===== src/rtl/atten_pkg.sv =====
package atten_pkg;

   // de-emphasis selection as seen by the downstream filter
   typedef enum logic [1:0] {
      DEEMPH_OFF  = 2'b00,
      DEEMPH_44K1 = 2'b01,
      DEEMPH_48K  = 2'b10,
      DEEMPH_32K  = 2'b11
   } deemph_e;

   // ramp direction
   typedef enum logic {
      RAMP_UP   = 1'b0,
      RAMP_DOWN = 1'b1
   } ramp_dir_e;

endpackage


===== src/rtl/atten_sync.sv =====
module atten_sync #(
   parameter int W      = 3,
   parameter int STAGES = 2
) (
   input  logic         clk,
   input  logic         rst_n,
   input  logic [W-1:0] d,
   output logic [W-1:0] q
);
   logic [STAGES-1:0][W-1:0] chain_q;

   for (genvar g = 0; g < STAGES; g++) begin : g_stage
      if (g == 0) begin : g_first
         always_ff @(posedge clk or negedge rst_n) begin
            if (!rst_n) chain_q[g] <= '0;
            else        chain_q[g] <= d;
         end
      end else begin : g_next
         always_ff @(posedge clk or negedge rst_n) begin
            if (!rst_n) chain_q[g] <= '0;
            else        chain_q[g] <= chain_q[g-1];
         end
      end
   end

   assign q = chain_q[STAGES-1];
endmodule


===== src/rtl/atten_serial_rx.sv =====
module atten_serial_rx #(
   parameter int CMD_W = 8
) (
   input  logic             clk,
   input  logic             rst_n,
   input  logic             en,
   input  logic             shift_s,
   input  logic             load_s,
   input  logic             data_s,
   output logic [CMD_W-1:0] word,
   output logic             word_stb
);
   logic             shift_prev_q;
   logic             load_prev_q;
   logic [CMD_W-1:0] sreg_q;
   logic             shift_rise;

   assign shift_rise = shift_s & ~shift_prev_q;

   always_ff @(posedge clk or negedge rst_n) begin
      if (!rst_n) begin
         shift_prev_q <= 1'b0;
         load_prev_q  <= 1'b0;
         sreg_q       <= '0;
      end else begin
         shift_prev_q <= shift_s;
         load_prev_q  <= load_s;
         // first bit travels down to bit 0, last bit lands in the top bit
         if (en && shift_rise) sreg_q <= {data_s, sreg_q[CMD_W-1:1]};
      end
   end

   assign word     = sreg_q;
   assign word_stb = en & load_s & ~load_prev_q;
endmodule


===== src/rtl/atten_cmd_reg.sv =====
module atten_cmd_reg
   import atten_pkg::*;
#(
   parameter int CODE_W = 7,
   localparam int CMD_W = CODE_W + 1
) (
   input  logic              clk,
   input  logic              rst_n,
   input  logic [CMD_W-1:0]  word,
   input  logic              word_stb,
   output logic [CODE_W-1:0] att_code,
   output deemph_e           deemph
);
   always_ff @(posedge clk or negedge rst_n) begin
      if (!rst_n) begin
         att_code <= '1;
         deemph   <= DEEMPH_OFF;
      end else if (word_stb) begin
         if (!word[CMD_W-1]) att_code <= word[CODE_W-1:0];
         else                deemph   <= deemph_e'(word[CMD_W-2 -: 2]);
      end
   end
endmodule


===== src/rtl/atten_mute_ramp.sv =====
module atten_mute_ramp
   import atten_pkg::*;
#(
   parameter int CODE_W      = 7,
   parameter int STEPS       = 64,
   parameter int STEP_CYCLES = 15625,
   localparam int LVL_W = $clog2(STEPS + 1),
   localparam int TMR_W = (STEP_CYCLES > 1) ? $clog2(STEP_CYCLES) : 1
) (
   input  logic              clk,
   input  logic              rst_n,
   input  logic              en,
   input  logic              mute_s,
   output logic [CODE_W-1:0] code,
   output logic              busy,
   output logic [LVL_W-1:0]  level
);
   localparam int FULL  = (1 << CODE_W) - 1;
   localparam int STEP  = (1 << CODE_W) / STEPS;
   localparam int DW    = CODE_W + LVL_W + 1;

   logic             prev_q;
   ramp_dir_e        dir_q;
   logic [TMR_W-1:0] tmr_q;
   logic             rise, fall;
   logic [DW-1:0]    drop_w;

   assign rise = mute_s & ~prev_q;
   assign fall = ~mute_s & prev_q;

   always_ff @(posedge clk or negedge rst_n) begin
      if (!rst_n) begin
         prev_q <= 1'b0;
         dir_q  <= RAMP_UP;
         tmr_q  <= '0;
         level  <= '0;
         busy   <= 1'b0;
      end else if (!en) begin
         prev_q <= 1'b0;
         dir_q  <= RAMP_UP;
         tmr_q  <= '0;
         level  <= '0;
         busy   <= 1'b0;
      end else begin
         prev_q <= mute_s;
         if (!busy) begin
            tmr_q <= '0;
            if (rise && level == '0) begin
               busy  <= 1'b1;
               dir_q <= RAMP_DOWN;
            end else if (fall && level == LVL_W'(STEPS)) begin
               busy  <= 1'b1;
               dir_q <= RAMP_UP;
            end
         end else if (tmr_q == TMR_W'(STEP_CYCLES - 1)) begin
            tmr_q <= '0;
            if (dir_q == RAMP_DOWN) begin
               level <= level + 1'b1;
               if (level == LVL_W'(STEPS - 1)) busy <= 1'b0;
            end else begin
               level <= level - 1'b1;
               if (level == LVL_W'(1)) busy <= 1'b0;
            end
         end else begin
            tmr_q <= tmr_q + 1'b1;
         end
      end
   end

   always_comb begin
      drop_w = DW'(level) * DW'(STEP);
      if (drop_w > DW'(FULL)) code = '0;
      else                    code = CODE_W'(DW'(FULL) - drop_w);
   end
endmodule


===== src/rtl/atten_scale.sv =====
module atten_scale #(
   parameter int SAMPLE_W      = 16,
   parameter int CODE_W        = 7,
   parameter bit ROUND_NEAREST = 1'b1
) (
   input  logic                clk,
   input  logic                rst_n,
   input  logic [SAMPLE_W-1:0] sample,
   input  logic [CODE_W-1:0]   code,
   output logic [SAMPLE_W-1:0] scaled
);
   localparam int PROD_W = SAMPLE_W + CODE_W + 1;
   localparam logic [PROD_W-1:0] FULL_P = PROD_W'((1 << CODE_W) - 1);
   localparam logic [PROD_W-1:0] HALF_P = PROD_W'(((1 << CODE_W) - 1) / 2);

   logic [PROD_W-1:0] prod, mag, quo, res;
   logic              neg;

   always_comb begin
      // low PROD_W bits of the two's-complement product
      prod = {{(CODE_W+1){sample[SAMPLE_W-1]}}, sample} * {{(SAMPLE_W+1){1'b0}}, code};
      neg  = prod[PROD_W-1];
      mag  = neg ? (~prod + 1'b1) : prod;
   end

   if (ROUND_NEAREST) begin : g_round
      assign quo = (mag + HALF_P) / FULL_P;
   end else begin : g_trunc
      assign quo = mag / FULL_P;
   end

   assign res = neg ? (~quo + 1'b1) : quo;

   always_ff @(posedge clk or negedge rst_n) begin
      if (!rst_n) scaled <= '0;
      else        scaled <= res[SAMPLE_W-1:0];
   end
endmodule


===== src/rtl/ctl_attenuator.sv =====
module ctl_attenuator
   import atten_pkg::*;
#(
   parameter int SAMPLE_W      = 16,
   parameter int CODE_W        = 7,
   parameter int SYNC_STAGES   = 2,
   parameter int RAMP_STEPS    = 64,
   parameter int STEP_CYCLES   = 15625,
   parameter bit ROUND_NEAREST = 1'b1
) (
   input  logic                clk,
   input  logic                rst_n,
   input  logic                par_mode,
   input  logic                ctl_load,
   input  logic                ctl_shift,
   input  logic                ctl_data,
   input  logic [SAMPLE_W-1:0] in_left,
   input  logic [SAMPLE_W-1:0] in_right,
   output logic [SAMPLE_W-1:0] out_left,
   output logic [SAMPLE_W-1:0] out_right,
   output logic [1:0]          deemph_sel
);
   localparam int CMD_W  = CODE_W + 1;
   localparam int LVL_W  = $clog2(RAMP_STEPS + 1);
   localparam int NUM_CH = 2;

   if (SAMPLE_W < 2) begin : g_bad_sample
      $error("SAMPLE_W must be at least 2");
   end
   if (CODE_W < 3) begin : g_bad_code
      $error("CODE_W must be at least 3");
   end
   if (SYNC_STAGES < 2) begin : g_bad_sync
      $error("SYNC_STAGES must be at least 2");
   end
   if (RAMP_STEPS < 1 || RAMP_STEPS > (1 << CODE_W) || ((1 << CODE_W) % RAMP_STEPS) != 0) begin : g_bad_steps
      $error("RAMP_STEPS must divide 2**CODE_W");
   end
   if (STEP_CYCLES < 1) begin : g_bad_cycles
      $error("STEP_CYCLES must be positive");
   end

   logic              load_s, shift_s, data_s;
   logic [CMD_W-1:0]  word;
   logic              word_stb;
   logic [CODE_W-1:0] att_code;
   deemph_e           deemph_q;
   logic [CODE_W-1:0] ramp_code;
   logic              ramp_busy;
   logic [LVL_W-1:0]  ramp_level;
   logic [CODE_W-1:0] eff_code;

   logic [NUM_CH-1:0][SAMPLE_W-1:0] ch_in, ch_out;

   atten_sync #(.W(3), .STAGES(SYNC_STAGES)) u_sync (
      .clk   (clk),
      .rst_n (rst_n),
      .d     ({ctl_load, ctl_shift, ctl_data}),
      .q     ({load_s, shift_s, data_s})
   );

   atten_serial_rx #(.CMD_W(CMD_W)) u_rx (
      .clk      (clk),
      .rst_n    (rst_n),
      .en       (~par_mode),
      .shift_s  (shift_s),
      .load_s   (load_s),
      .data_s   (data_s),
      .word     (word),
      .word_stb (word_stb)
   );

   atten_cmd_reg #(.CODE_W(CODE_W)) u_cmd (
      .clk      (clk),
      .rst_n    (rst_n),
      .word     (word),
      .word_stb (word_stb),
      .att_code (att_code),
      .deemph   (deemph_q)
   );

   atten_mute_ramp #(
      .CODE_W      (CODE_W),
      .STEPS       (RAMP_STEPS),
      .STEP_CYCLES (STEP_CYCLES)
   ) u_ramp (
      .clk    (clk),
      .rst_n  (rst_n),
      .en     (par_mode),
      .mute_s (data_s),
      .code   (ramp_code),
      .busy   (ramp_busy),
      .level  (ramp_level)
   );

   assign eff_code   = par_mode ? ramp_code : att_code;
   assign deemph_sel = par_mode ? {load_s, shift_s} : deemph_q;

   assign ch_in[0] = in_left;
   assign ch_in[1] = in_right;

   for (genvar c = 0; c < NUM_CH; c++) begin : g_ch
      atten_scale #(
         .SAMPLE_W      (SAMPLE_W),
         .CODE_W        (CODE_W),
         .ROUND_NEAREST (ROUND_NEAREST)
      ) u_scale (
         .clk    (clk),
         .rst_n  (rst_n),
         .sample (ch_in[c]),
         .code   (eff_code),
         .scaled (ch_out[c])
      );
   end

   assign out_left  = ch_out[0];
   assign out_right = ch_out[1];
endmodule


===== config.mk =====
export PLATFORM = sky130hd
export DESIGN_NAME = ctl_attenuator
export DESIGN_NICKNAME = d
export VERILOG_FILES = /design/src/rtl/atten_pkg.sv /design/src/rtl/atten_sync.sv /design/src/rtl/atten_serial_rx.sv /design/src/rtl/atten_cmd_reg.sv /design/src/rtl/atten_mute_ramp.sv /design/src/rtl/atten_scale.sv /design/src/rtl/ctl_attenuator.sv
export SDC_FILE = /design/constraint.sdc
export NUM_CORES = 1
export LEC_CHECK = 0
export ABC_AREA = 1
export BUFFER_PORTS_ARGS = -buffer_cell sky130_fd_sc_hd__buf_4
export CAP_MARGIN = 10
export CORE_ASPECT_RATIO = 0.9
export CORE_UTILIZATION = 40
export DETAILED_ROUTE_END_ITERATION = 12
export SYNTH_ARGS = -nofsm -noshare
export SYNTH_HDL_FRONTEND = slang
export SYNTH_HIERARCHICAL = 1
export SYNTH_SLANG_ARGS = --single-unit

===== constraint.sdc =====
create_clock -name clk -period 35.9 [get_ports clk]
set_input_delay 7.18 -clock clk [delete_from_list [all_inputs] [get_ports clk]]
set_output_delay 7.18 -clock clk [all_outputs]
set_load 0.1 [all_outputs]

# Word level (Yosys, flattened, before mapping)
# Cells that the tools add are included.
# Widths: inputs -> output; s select.
[totals]
inputBits = 38
elab_cells = 87
output_inout_bits = 34
ff_bits = 81
[op_classes]
reduce_logical = 8
add_sub_neg = 10
mul = 2
order_cmp = 1
n_eq_ne = 8
n_bitwise = 15
mux = 27
div_mod_pow = 2
[op_table]
columns = ["cell", "n"]
rows = [
  ["$add 24x1->24 const B", 2],
  ["$add 24x6->24 const B", 2],
  ["$div 24x7->24 const B", 2],
  ["$mul 16x8->24", 2],
  ["$mux 24", 2],
  ["$not 24->24", 2],
  ["$mux 14", 3],
  ["$mux 7", 6],
  ["$add 16x1->16 const B", 2],
  ["$mux 16", 2],
  ["$not 16->16", 2],
  ["$add 14x1->14 const B", 1],
  ["$eq 14x14->1 const B", 1],
  ["$mux 1", 13],
  ["$gt 8x7->1 const B", 1],
  ["$reduce_and 2->1", 4],
  ["$add 7x1->7 const B", 1],
  ["$eq 7x1->1 const B", 1],
  ["$eq 7x6->1 const B", 1],
  ["$eq 7x7->1 const B", 1],
  ["$logic_not 7->1", 1],
  ["$sub 7x1->7 const B", 1],
  ["$sub 7x7->7 const A", 1],
  ["$not 1->1", 6],
  ["6 further kinds", 13],
]

# Depth between registers and ports, before layout
# Gate-level depths: netlist of run 1.
[depth]
word_depth = 12
mapped_depth = 140
depth_no_buf = 135

# By module
# Netlist of run 1, hierarchy kept.
[modules_own_cells]
columns = ["module", "n_inst", "area_per_inst_um2", "cells_per_inst"]
rows = [
  ["atten_scale (g_ch[0].u_scale)", 1, 10636.5, 1818],
  ["atten_scale (g_ch[1].u_scale)", 1, 10448.8, 1837],
  ["atten_mute_ramp", 1, 1661.6, 236],
  ["atten_serial_rx", 1, 407.9, 40],
  ["atten_cmd_reg", 1, 376.6, 40],
  ["atten_sync", 1, 172.7, 9],
  ["ctl_attenuator", 1, 116.4, 29],
]

# Worst setup path before layout of run 1
# OpenSTA, ideal clock, no wires.
[synth_timing]
kind = "input to register"
start = "input port par_mode"
end = "register g_ch[0].u_scale.scaled[14]"
stages = 119
arrival_ns = 21.853
path_buffers = 6
path_slack_ns = 13.929
cell_sequence = "buf_6 inv_2 nand2_1 nand2_1 clkbuf_1 clkbuf_1 nand2_1 fa_1 inv_1 fa_1 inv_1 fa_1 fa_1 inv_1 ha_1 clkbuf_2 nand4_1 nor2_1 [83 not listed] inv_1 ha_1 nand3_1 nor2_4 nand3_2 nand2_2 nor2_4 nor2_2 a21oi_4 nand2_4 inv_2 ha_1 nand4_1 nor3_1 nand3_1 o41ai_1 xor2_1 inv_1"
[synth_between]
elab_chain_cells = 10
[synth_lines]
columns = ["element", "line", "source"]
rows = [
  ["start, declared", "ctl_attenuator.sv:13", "input logic par_mode,"],
  ["$mux 7 *", "ctl_attenuator.sv:96", "assign eff_code = par_mode ? ramp_code : att_code;"],
  ["via eff_code[4]", "ctl_attenuator.sv:51", "logic [CODE_W-1:0] eff_code;"],
  ["$mul 16x8->24 *", "atten_scale.sv:21", "prod = {{(CODE_W+1){sample[SAMPLE_W-1]}}, sample} * {{(SAMPLE_W+1){1'b0}}, code};"],
  ["$not 24->24", "atten_scale.sv:23", "mag = neg ? (~prod + 1'b1) : prod;"],
  ["$add 24x1->24", "atten_scale.sv:23", ""],
  ["$mux 24 *", "atten_scale.sv:23", ""],
  ["$add 24x6->24 *", "atten_scale.sv:27", "assign quo = (mag + HALF_P) / FULL_P;"],
  ["$div 24x7->24 *", "atten_scale.sv:27", ""],
  ["via g_ch[0].u_scale.quo[0]", "atten_scale.sv:16", "logic [PROD_W-1:0] prod, mag, quo, res;"],
  ["$not 16->16 *", "atten_scale.sv:32", "assign res = neg ? (~quo + 1'b1) : quo;"],
  ["$add 16x1->16 *", "atten_scale.sv:32", ""],
  ["$mux 16 *", "atten_scale.sv:32", ""],
  ["via g_ch[0].u_scale.res[14]", "atten_scale.sv:16", ""],
  ["end signal, assigned", "atten_scale.sv:36", "else scaled <= res[SAMPLE_W-1:0];"],
  ["end, declared", "atten_scale.sv:10", "output logic [SAMPLE_W-1:0] scaled"],
]
# Mark *: on every way through the listed nets, which the timed path passes. The rest lies on a longest branch.
# A chain may end at the register's enable or synchronous reset.

# Worst setup path in the final report of run 1
# Ends and elaborated chain as after synthesis.

==> results of run 1 <==
per-layer routing:
metal	routed length, um	track usage (%)	vias up
met5	23	0	-
met4	820	4.28	4
met3	2270	2.07	46
met2	27600	35.2	339
met1	29900	28.4	10400
li1	-	-	12200
cells in the mapped netlist, types with 38 or more instances:
cell type	count	share of area [%]
nand2_2	105	2.8
xor2_1	69	2.5
o21ai_1	66	1.4
nand4_1	81	2.1
inv_2	77	1.2
dfrtp_1	74	7.8
nor2_1	249	3.9
nand2_1	1340	21
inv_1	832	13
nand3_1	309	6.5
nand3_2	50	2.1
nor2_2	60	1.6
o21ai_0	61	1.3
fa_1	172	14
ha_1	114	6.0
a21oi_1	57	1.2
nand2_4	38	1.8
registers in the layout, summed over array words and instances, names as in the netlist:
register             cells
u_ramp/busy              1
u_cmd/att_code           7
u_cmd/deemph             2
u_ramp/dir_q             1
u_ramp/level             7
u_sync/q                 3
g_ch.u_scale/scaled     32
u_rx/word                8
u_ramp/prev_q            1
u_rx/load_prev_q         1
u_sync/chain_q           3
u_ramp/tmr_q            14
u_rx/shift_prev_q        1
cell type report:
| type | instances | area (sq um) | area share, % |
|---|---|---|---|
| flip-flops and latches | 81 | 2040 | 8.04 |
| multi-input cells | 2941 | 17900 | 70.7 |
| diodes | 2 | 5.00 | 0.0198 |
| clock inverters | 6 | 73.8 | 0.291 |
| inverters | 931 | 3510 | 13.8 |
| clock buffers | 10 | 229 | 0.904 |
| repair buffers | 79 | 593 | 2.34 |
| well taps | 774 | 968 | 3.82 |
worst paths after layout:
kind / to / slack (ns) / depth (start not counted)
worst max register to register: g_ch[0].u_scale/scaled[14] / 18.13 / 120
worst max-delay path: g_ch[0].u_scale/scaled[14] / 11.55 / 121
worst min-delay path: u_sync/q[2] / 0.35 / 0
max in group asynchronous: g_ch[1].u_scale/scaled[6] / 28.06 / 2
min in group asynchronous: u_ramp/busy / 6.67 / 1
worst min register to register: u_sync/q[2] / 0.35 / 0
kinds of logic (layout without fill, tap and decap cells):
family / after synthesis / after routing / synth area share, %
compound gates: 251 / 251 / 6.15
xor+xnor: 82 / 82 / 3.05
fa+ha+maj: 286 / 286 / 20.4
buf+inv: 987 / 1026 / 16.2
flops: 81 / 81 / 8.55
other cells: 0 / 2 / 0
simple gates: 2322 / 2322 / 45.6
critical path, delay by kind of cell:
kind	cells	cell delay (ns)
AO/OA/AOI/OAI	7	1.48
buffers and inverters	12	1.41
AND/OR/NAND/NOR	93	11.17
adder cells (fa/ha/maj)	8	3.11
XOR/XNOR	1	0.17
metrics by stage:
step	instance area (sq um)	setup slack, ns	utilization, %
global placement	25000	11.27	42.7
finish	25300	11.55	43.2
CTS	25300	11.52	43.2
detailed placement	25000	11.14	42.7
global route	25300	9.67	43.2
floorplan	23800	13.93	-
==> out/metrics.cfg, run 1 <==
[run_status]
status = completed

[hold_path]
worstHoldPathType = flip-flop to flip-flop
min_from = u_sync/chain_q[2]

[floorplanning]
die_h_um = 234
rows = 84
io_pins = 72
start_util_pct = 40.6
die-width_um = 259
coreArea_sq_mm = 0.0586
die_area_sq_mm = 0.0605

[drt]
vias = 23000
drc = 0
drtPass1Iterations = 5
wl_per_cell_um = 12.6
via_per_inst = 4.77
ant_nets = 0
wl_um = 60600
first_iter_violations = 1214

[setup_path]
crit_path_start = par_mode
endpoint_kind = flip-flop
worst-setup-path-type = primary input to flip-flop
crit_path_start_kind = primary input
crit_top_cell = nand2_1
crit_arrival_ns = 24.63
slowest_delay_ns = 0.55
r2r-start = u_ramp/level[3]
required_ns = 36.18
path_max_fanout = 32
cp_slowest_cell = fa_1

[logic_synthesis]
syn_area_sq_mm = 0.0238
ys_seq_elements = 81
syn_nets = 4333
ys_warn_count = 6
syn_avg_cell_area_sq_um = 5.94
ys_seq_area_share_pct = 8.55
synth_edf_count = 0
syn_inst = 4009
ys_types = 58
synth_ff_type = dfrtp_1
async_reset_ff_share_pct = 100

[clock_network]
cts_root_buf = clkbuf_16
cts_buffers = 9
cts.sinks = 81
cts_tree = done
clk_pin_slew_ns = 0.07
postCtsHoldBufs = 0
insertion_delay_ns = 0.39
h-tree-depth = 3
cts_resized = 0
cts_buffer_depth = 2
cts_setup_buffers = 0

[sta]
post-route-period-util_pct = 67.8
rsz0062_at_grt = no
tns_ns = 0
tightest_slew_ns = 0.863
hold_violations = 0
drv_slew = 0
whs_ns = 0.352
skew_ns = 0.0111
max_freq_ghz = 0.0411
maxSlewHeadroom_pct = 42.5
setup_viol_count_final = 0
min_period_ns = 24.35

[finish]
final_nets = 4367
layout_common_cells = nand2_1 (1340), inv_1 (832), nand3_1 (309), nor2_1 (249), fa_1 (172)
fin_cells = 4824
fillCellCount = 6377
drive_above_1_share_pct = 12.6
final_common_cell = nand2_1
synthToLayoutAreaGrowth_pct = 6.35

[global_routing]
antenna_found_initial = 4
grt_overflow = 0
grt_max_degree = 62
grtUsageTotal_pct = 20.7
grt_pass1_wl_um = 104000
grt_pass1_vias = 21600

[placed_design]
finalWeightedCongestion = 0.903
io_buffers = 71
dpl.hpwl_um = 51200
placed_cells = 4806

[flow_run]
maxCapViolCount = 0

Power of run 1 is left out: the tool's default activity adds up to more than one toggle a clock period on the data nets, which glitch-free logic cannot reach.
==> inputs of run 2 (changes only) <==
clock period = 24.2 ns   (was 35.9 ns; I/O delays follow)
==> run 2 against run 1 <==
Against the previous run:
- clock skew about the same
- sequential cell count unchanged
- first-iteration DRC count increased by 11%
- critical endpoint unchanged
- sequential share of layout area about the same
- routed wire length about the same
- non-clock buffer count unchanged
- cell count about the same
- highest routed layer unchanged
- global-route usage increased by 0.054 points
- register-to-register slack got worse by 12 ns
==> out/metrics.cfg, run 2 (synthesis gave the netlist of run 1 again) <==
[clock_network]
h-tree-depth = 3  ; unchanged
cts_root_buf = clkbuf_16  ; unchanged
cts.sinks = 81  ; unchanged
cts_buffer_depth = 2  ; unchanged
postCtsHoldBufs = 0  ; unchanged
cts_resized = 0  ; unchanged
cts_buffers = 9  ; unchanged
clk_pin_slew_ns = 0.07  ; about the same
cts_tree = done  ; unchanged
insertion_delay_ns = 0.39  ; about the same
cts_setup_buffers = 0  ; unchanged

[global_routing]
grt_pass1_wl_um = 104000  ; about the same
antenna_found_initial = 4  ; unchanged
grt_max_degree = 65  ; was 62
grt_pass1_vias = 21500  ; was 21600
grt_overflow = 0  ; unchanged
grtUsageTotal_pct = 20.8  ; was 20.7%

[placed_design]
finalWeightedCongestion = 0.917  ; was 0.903
dpl.hpwl_um = 51600  ; was 51200 um
io_buffers = 71  ; unchanged
placed_area_sq_mm = 0.0250  ; unchanged
placed_cells = 4806  ; unchanged

[sta]
skew_ns = 0.0107  ; was 0.0111 ns
tightest_slew_ns = 0.882  ; was 0.863 ns
rsz0062_at_grt = no  ; unchanged
min_period_ns = 21.93
max_freq_ghz = 0.0456
maxSlewHeadroom_pct = 41.2  ; was 42.5%
hold_violations = 0  ; unchanged
drv_slew = 0  ; unchanged
post-route-period-util_pct = 90.6
setup_viol_count_final = 0  ; unchanged
tns_ns = 0  ; unchanged

[floorplanning]
rows = 84  ; unchanged
start_util_pct = 40.6  ; unchanged
die_area_sq_mm = 0.0605  ; unchanged
die-width_um = 259  ; unchanged
io_pins = 72  ; unchanged
coreArea_sq_mm = 0.0586  ; unchanged
die_h_um = 234  ; unchanged

[finish]
final_common_cell = nand2_1  ; unchanged
synthToLayoutAreaGrowth_pct = 6.27  ; was 6.35%
largest-register = g_ch.u_scale/scaled  ; unchanged
largest_reg_flops = 32  ; unchanged
stdcell_area_sq_mm = 0.0253  ; about the same
drive_above_1_share_pct = 12.6  ; about the same
fillCellCount = 6430  ; was 6377
layout_common_cells = nand2_1 (1340), inv_1 (832), nand3_1 (309), nor2_1 (249), fa_1 (172)  ; unchanged
final_nets = 4367  ; unchanged
fin_cells = 4823  ; was 4824

[setup_path]
crit_arrival_ns = 22.21  ; was 24.63 ns
path_max_fanout = 22  ; was 32
required_ns = 24.48  ; was 36.18 ns
cp_slowest_cell = fa_1  ; unchanged
slowest_delay_ns = 0.55  ; about the same
worst-setup-path-type = primary input to flip-flop  ; unchanged
crit_top_cell = nand2_1  ; unchanged
crit_path_start_kind = primary input  ; unchanged
endpoint_kind = flip-flop  ; unchanged

[drt]
wl_per_cell_um = 12.6  ; about the same
drc = 0  ; unchanged
vias = 22900  ; was 23000
via_per_inst = 4.75  ; was 4.77
first_iter_violations = 1348  ; was 1214
wl_um = 60700  ; was 60600 um
ant_nets = 0  ; unchanged
drtPass1Iterations = 5  ; unchanged

[hold_path]
worstHoldPathType = flip-flop to flip-flop  ; unchanged

[flow_run]
maxCapViolCount = 0  ; unchanged

[run_status]
status = completed  ; unchanged

run 2: path summary, 6_finish.rpt:
| path | startpoint | to | slack, ns | depth (start not counted) |
|---|---|---|---|---|
| worst min register to register | u_sync/chain_q[0] | u_sync/q[0] | 0.35 | 0 |
| max in group asynchronous | rst_n | g_ch[1].u_scale/scaled[15] | 18.72 | 2 |
| worst max-delay path | par_mode | g_ch[0].u_scale/scaled[14] | 2.27 | 121 |
| min in group asynchronous | rst_n | u_ramp/dir_q | 4.31 | 1 |
| worst min-delay path | u_sync/chain_q[0] | u_sync/q[0] | 0.35 | 0 |
| worst max register to register | u_ramp/level[3] | g_ch[0].u_scale/scaled[14] | 6.51 | 120 |
run 2: critical path: cells and delay by family:
family                     cells  cell delay [ns]
AOI/OAI and AO/OA              6             1.31
xor gates and xnor gates       2             0.37
adders and majority gates      8             3.12
buffers and inverters         13             1.50
and+or+nand+nor               92            11.03
run 2: stage by stage:
step                      utilization [%]  setup slack (ns)  hold slack (ns)
after detailed placement             42.7              1.87            0.340
after global routing                 43.2             0.172            0.361
after global placement               42.7              2.18            0.335
final                                43.2              2.27            0.350
after floorplan                         -              4.57            0.331
after CTS                            43.2              2.25            0.353
run 2: final cells by class:
| class | instances | area, sq um | area share (%) |
|---|---|---|---|
| clock buffer | 10 | 239 | 0.944 |
| inverter | 931 | 3510 | 13.9 |
| tap | 774 | 968 | 3.83 |
| clock inverter | 6 | 48.8 | 0.193 |
| antenna | 1 | 2.50 | 0.00989 |
| timing repair buffer | 79 | 593 | 2.34 |
| multi-input combinational | 2941 | 17900 | 70.8 |
| sequential | 81 | 2040 | 8.04 |
run 2: routing by layer:
layer  GRT usage, %  wire [um]  vias to the layer above
met5              0         41                        -
met4           4.60        936                        6
met3           2.09       1940                       54
met2           34.7      27400                      315
met1           28.7      30400                    10300
li1               -          -                    12200
Power of run 2 is left out for the same reason.
